$ cat config.mk
export PLATFORM = sky130hd
export DESIGN_NAME = exc_stacker
export DESIGN_NICKNAME = d
export VERILOG_FILES = /design/src/rtl/exc_stacker.sv
export SDC_FILE = /design/constraint.sdc
export NUM_CORES = 1
export LEC_CHECK = 0
export ABC_AREA = 1
export BUFFER_PORTS_ARGS = -buffer_cell sky130_fd_sc_hd__buf_4
export CORE_AREA = 2 2 233 235
export DETAILED_ROUTE_END_ITERATION = 8
export DIE_AREA = 0 0 235 237
export PLACE_DENSITY = 0.42
export SYNTH_ARGS = -nofsm -noshare
export SYNTH_HDL_FRONTEND = slang
export SYNTH_SLANG_ARGS = --single-unit
$ cat constraint.sdc
create_clock -name clk -period 3 [get_ports clk]
set_clock_uncertainty 0.05 [all_clocks]
set_input_delay 0 -clock clk [delete_from_list [all_inputs] [get_ports clk]]
set_output_delay 0 -clock clk [all_outputs]
set_load 0.05 [all_outputs]
$ cat src/rtl/exc_stacker.sv
module exc_stacker #(
  parameter int AW = 32,
  parameter int DW = 32,
  parameter int PW = 3,
  parameter int NW = 6
) (
  input  logic          clk,
  input  logic          rst_n,
  input  logic          req_valid,
  input  logic [PW-1:0] req_prio,
  input  logic [NW-1:0] req_num,
  input  logic          handler_mode,
  input  logic          use_psp,
  input  logic [AW-1:0] msp_in,
  input  logic [AW-1:0] psp_in,
  input  logic [AW-1:0] vtor,
  input  logic [DW-1:0] r0,
  input  logic [DW-1:0] r1,
  input  logic [DW-1:0] r2,
  input  logic [DW-1:0] r3,
  input  logic [DW-1:0] r12,
  input  logic [DW-1:0] lr_in,
  input  logic [DW-1:0] ret_pc,
  input  logic [DW-1:0] psr_in,
  output logic          wr_valid,
  output logic [AW-1:0] wr_addr,
  output logic [DW-1:0] wr_data,
  input  logic          wr_ack,
  output logic          rd_valid,
  output logic [AW-1:0] rd_addr,
  input  logic [DW-1:0] rd_data,
  input  logic          rd_ack,
  output logic          enter_done,
  output logic [NW-1:0] active_num,
  output logic [DW-1:0] handler_pc,
  output logic [DW-1:0] exc_ret,
  output logic [AW-1:0] sp_out,
  output logic          sp_psp
);

  localparam int FRAME_WORDS = 8;
  localparam int FRAME_BYTES = FRAME_WORDS * 4;
  localparam int CW = $clog2(FRAME_WORDS + 1);
  localparam int IW = $clog2(FRAME_WORDS);

  typedef enum logic [1:0] {S_IDLE, S_BUSY, S_DONE} st_t;

  st_t           st;
  logic [CW-1:0] wleft;
  logic [NW-1:0] cur_num, rd_num;
  logic [PW-1:0] cur_prio;
  logic          vec_ok, pad;

  logic          start, late, on_psp;
  logic [AW-1:0] sp_sel, low_n;
  logic [IW-1:0] widx;
  logic [NW-1:0] num_n;
  logic [DW-1:0] psr_st;

  assign start  = (st == S_IDLE) && req_valid;
  assign late   = (st == S_BUSY) && req_valid && (req_prio < cur_prio);
  assign num_n  = late ? req_num : cur_num;
  assign on_psp = !handler_mode && use_psp;
  assign sp_sel = on_psp ? psp_in : msp_in;
  assign low_n  = {sp_sel[AW-1:3], 3'b000} - AW'(FRAME_BYTES);

  assign wr_valid   = (st == S_BUSY) && (wleft != '0);
  assign widx       = IW'(wleft - CW'(1));
  assign wr_addr    = sp_out + AW'({widx, 2'b00});
  assign psr_st     = {psr_in[DW-1:10], pad, psr_in[8:0]};
  assign rd_valid   = (st == S_BUSY) && !vec_ok;
  assign rd_addr    = vtor + AW'({rd_num, 2'b00});
  assign enter_done = (st == S_DONE);
  assign active_num = cur_num;

  always_comb begin
    case (widx)
      3'd7:    wr_data = psr_st;
      3'd6:    wr_data = ret_pc;
      3'd5:    wr_data = lr_in;
      3'd4:    wr_data = r12;
      3'd3:    wr_data = r3;
      3'd2:    wr_data = r2;
      3'd1:    wr_data = r1;
      default: wr_data = r0;
    endcase
  end

  always_ff @(posedge clk or negedge rst_n) begin
    if (!rst_n) begin
      st         <= S_IDLE;
      wleft      <= '0;
      cur_num    <= '0;
      cur_prio   <= '0;
      rd_num     <= '0;
      vec_ok     <= 1'b0;
      pad        <= 1'b0;
      handler_pc <= '0;
      exc_ret    <= '0;
      sp_out     <= '0;
      sp_psp     <= 1'b0;
    end else begin
      case (st)
        S_IDLE: if (start) begin
          st       <= S_BUSY;
          wleft    <= CW'(FRAME_WORDS);
          cur_num  <= req_num;
          cur_prio <= req_prio;
          rd_num   <= req_num;
          vec_ok   <= 1'b0;
          pad      <= sp_sel[2];
          sp_out   <= low_n;
          sp_psp   <= on_psp;
          exc_ret  <= handler_mode ? {{(DW-4){1'b1}}, 4'h1} :
                      use_psp      ? {{(DW-4){1'b1}}, 4'hD} :
                                     {{(DW-4){1'b1}}, 4'h9};
        end
        S_BUSY: begin
          if (late) begin
            cur_num  <= req_num;
            cur_prio <= req_prio;
          end
          if (wr_valid && wr_ack) wleft <= wleft - CW'(1);
          if (rd_valid && rd_ack) begin
            handler_pc <= rd_data;
            if (rd_num == num_n) vec_ok <= 1'b1;
            else                 rd_num <= num_n;
          end else if (vec_ok && late) begin
            vec_ok <= 1'b0;
            rd_num <= req_num;
          end
          if (wleft == '0 && vec_ok && !late) st <= S_DONE;
        end
        default: st <= S_IDLE;
      endcase
    end
  end

endmodule


==> qor.txt <==
area grow syn2layout = 73.73%
TritonCTS Sinks = 87
switching power = 12.40 mW
detailed-route vias per instance = 4.313
Pwr Total = 19.39 mW
P_leak = 7.704 nW
Die Height = 237 µm
crit-path max cell delay = 0.39 ns
Non-Filler Instances = 2710
later-pin clock latency in the skew report = 0.36 ns
final setup violating endpoints = 0
mapped cell area = 8810 µm²
crit path max fanout = 6
fin worst setup slack = 0.06344 ns
WHS = 0.02000 ns
Post-layout nets = 2416
TritonCTS clock tree = yes
initial antenna violation count = 15
critical path startpoint category = register
DRT Pass-1 Iters = 5
Core Box Area = 53280 µm²
slew at the pin closest to its max-slew limit = 0.8164 ns
Max Clk Rate = 340.5 MHz
# placed instances = 2601
crit end category = output port
Tcrit/Tclk final = 97.89%
Seq/Total Area, Yosys = 24.71%
status = finished, final reports clean
die area = 55700 µm²
share of cells above drive strength 1 = 37.95%
Clock Path Buffers = 2
Max H-tree Level = 3
Final Util = 28.72%
drt drc = 0
ANT nets after route = 0
row count = 85
unrepaired setup endpoints after global routing = yes
Fill cells = 6012
power density over cell area = 1267 nW/µm²
vias = 11690
Num CTS Buffers = 9
Fin. Hold Viols = 0
Final min period = 2.937 ns
DP HPWL = 44140 µm
Synth Flop Type = dfrtp_1
count of different cell masters after synthesis = 53
global-route wire length before repair = 77530 µm
Overflow after GRT = 0
Final Wtd Congestion = 0.9280
combinational share of power = 80.9%
overall routing resource usage = 18.40%
Place WS = 0.08111 ns
sw frac = 63.96%
I/O Buffers = 586
Hold Path Class = in2reg
area of the multi-input gates = 5924 µm²
Yosys warning count = 0
worst ir drop on vdd = 0.0009914 V
number of global-route vias before repair = 12040
register area = 2178 µm²
Async SR Flop Fraction = 100.0%
cell mode on critical path = nand2_4
Initial Util = 16.53%
Max-Cap Viols = 0
largest net degree at the start of global routing = 88
CP max-delay cell = dfrtp_2
Post-Syn Instances = 1389
Routed WL = 53350 µm
Slew Limit Fails = 0
clock slew at reported path FFs = 0.07 ns
I/O pin total = 602
Max-slew headroom = 45.58%
crit-path cells = clkinvlp_4 -> ha_4 -> inv_2 -> nand2_2 -> nand2_4 -> inv_6 -> ha_4 -> nand3_2 -> nand2_4 -> nand2_4 -> nor4_4 -> nand3_2 -> nor3_4 -> xor2_4 -> buf_6
EDFF count, synth = 0
Synth Register Bits = 87
syn avg cell area = 6.342 µm²
WP data arrival = 2.89 ns
Initial DRC Count = 546
critical path type = reg2out
internal power = 6.989 mW
Required @ worst endpoint = 2.95 ns
die width = 235 µm
Seq pwr share = 12.7%
clk root buf = clkbuf_16
Clk pwr share = 6.4%
Routed wire per std cell = 19.69 µm
[layout by cell type (no fill, tap or decap), drive strengths merged, types with 6 or more instances in the layout]
cell,instances
a211oi,8
a21oi,26
a221oi,8
a31oi,15
a41oi,10
buf,629
clkbuf,10
conb,6
dfrtp,87
diode,14
dlygate4sd3,64
ha,19
inv,132
nand2,469
nand3,158
nand4,44
nor2,113
nor3,22
o21ai,71
or2,6
xnor2,17
xor2,46
[state kept, by name, summed over array words and instances, names as in the netlist]
signal,count
pad,1
sp_out,29
wleft,4
rd_num,6
cur_prio,3
active_num,6
st,2
handler_pc,32
vec_ok,1
exc_ret,3
[through the flow]
step,setup TNS (ns),instance area [µm²]
5_1_grt,-0.4269,15300
6_report,0,15300
3_5_place_dp,0,14060
4_1_cts,-0.008939,15200
2_1_floorplan,-0.3643,9114
3_3_place_gp,0,14060
[Yosys cell counts, types with 5 or more instances]
master | n | area (µm²)
a31oi_1 | 14 | 87.58
a221oi_1 | 8 | 70.07
a21oi_1 | 26 | 130.1
dfrtp_1 | 87 | 2177
nand2_1 | 451 | 1693
o221ai_1 | 5 | 43.79
clkbuf_1 | 35 | 131.4
buf_2 | 18 | 90.09
nand2_2 | 16 | 100.1
nor2_2 | 7 | 43.79
buf_1 | 5 | 18.77
xor2_1 | 46 | 402.9
o21ai_1 | 12 | 60.06
ha_1 | 19 | 237.7
o21ai_2 | 16 | 140.1
inv_2 | 7 | 26.28
inv_1 | 123 | 461.7
a41oi_1 | 10 | 87.58
a211oi_1 | 8 | 60.06
nor2_1 | 101 | 379.1
buf_4 | 40 | 300.3
xnor2_1 | 17 | 148.9
nand3_1 | 155 | 775.7
or2_2 | 6 | 37.54
nor2_4 | 5 | 56.30
nor3_1 | 19 | 95.09
nand4_1 | 44 | 275.3
o21ai_0 | 41 | 205.2
[metal layers]
| metal | GRT usage (%) | routed length [µm] | vias up |
|---|---|---|---|
| met1 | 21.57 | 21730 | 5505 |
| met5 | 0 | 0 | - |
| met4 | 8.592 | 1655 | 0 |
| li1 | - | - | 5738 |
| met3 | 2.914 | 2495 | 57 |
| met2 | 32.75 | 27460 | 388 |
[critical path, delay by kind of cell (launching register included)]
kind | cells | cell delay, ns
DFF | 1 | 0.39
buffers and inverters | 4 | 0.44
adders and majority gates | 2 | 0.45
xor gates and xnor gates | 1 | 0.19
and+or+nand+nor | 8 | 1.04
[final cells by class]
class	instances	area share, %
Clock buffer	10	1.561
Tap cell	696	5.690
Timing Repair Buffer	693	35.82
Antenna cell	14	0.2289
Clock inverter	6	0.4905
Sequential cell	87	14.23
Inverter	130	3.262
Multi-Input combinational cell	1074	38.71
[kinds of logic (layout without fill, tap and decap cells)]
group	Yosys count	count (layout)	synth area share, %
simple gates	823	823	41.19
fa+ha+maj	21	21	3.153
compound gates	160	160	12.11
flops	87	87	24.71
xor+xnor	63	63	6.263
buf+inv	233	839	12.41
other cells	1	20	0.04257
mux	1	1	0.1136
[worst paths after layout]
kind | depth (start not counted) | startpoint | slack (ns) | to
setup / recovery | 15 | wleft[0]$_DFFE_PN0P_ | 0.06 | wr_addr[30]
hold / removal | 5 | psp_in[30] | 0.02 | sp_out[30]$_DFFE_PN0P_
setup reg to reg | 11 | wleft[0]$_DFFE_PN0P_ | 0.72 | wleft[3]$_DFFE_PN0P_
hold reg to reg | 2 | handler_pc[29]$_DFFE_PN0P_ | 0.43 | handler_pc[29]$_DFFE_PN0P_
max in group asynchronous | 3 | rst_n | 2.29 | wleft[0]$_DFFE_PN0P_
min in group asynchronous | 3 | rst_n | 0.19 | handler_pc[11]$_DFFE_PN0P_
[power groups by stage]
| stage | Combinational [mW] | Sequential (mW) | Clock, mW |
|---|---|---|---|
| 3_3_place_gp | 15.4 | 2.49 | 0 |
| 5_1_grt | 16.6 | 2.56 | 1.34 |
| 2_1_floorplan | 8.48 | 3.86 | 0 |
| 6_report | 15.7 | 2.47 | 1.24 |
| 3_5_place_dp | 15.4 | 2.50 | 0 |
| 4_1_cts | 15.7 | 2.47 | 1.31 |
[repair_timing]
| action | 4_1_cts | 5_1_grt |
|---|---|---|
| pin swaps | 13 | 7 |
| gates resized for setup | 19 | 13 |
| hold buffers | 64 | 0 |
| endpoints found under the hold margin | 146 | 0 |
| setup endpoints to repair | 18 | 20 |
| setup buffers | 13 | 2 |
Note: power is estimated with default switching activity, not from simulation.
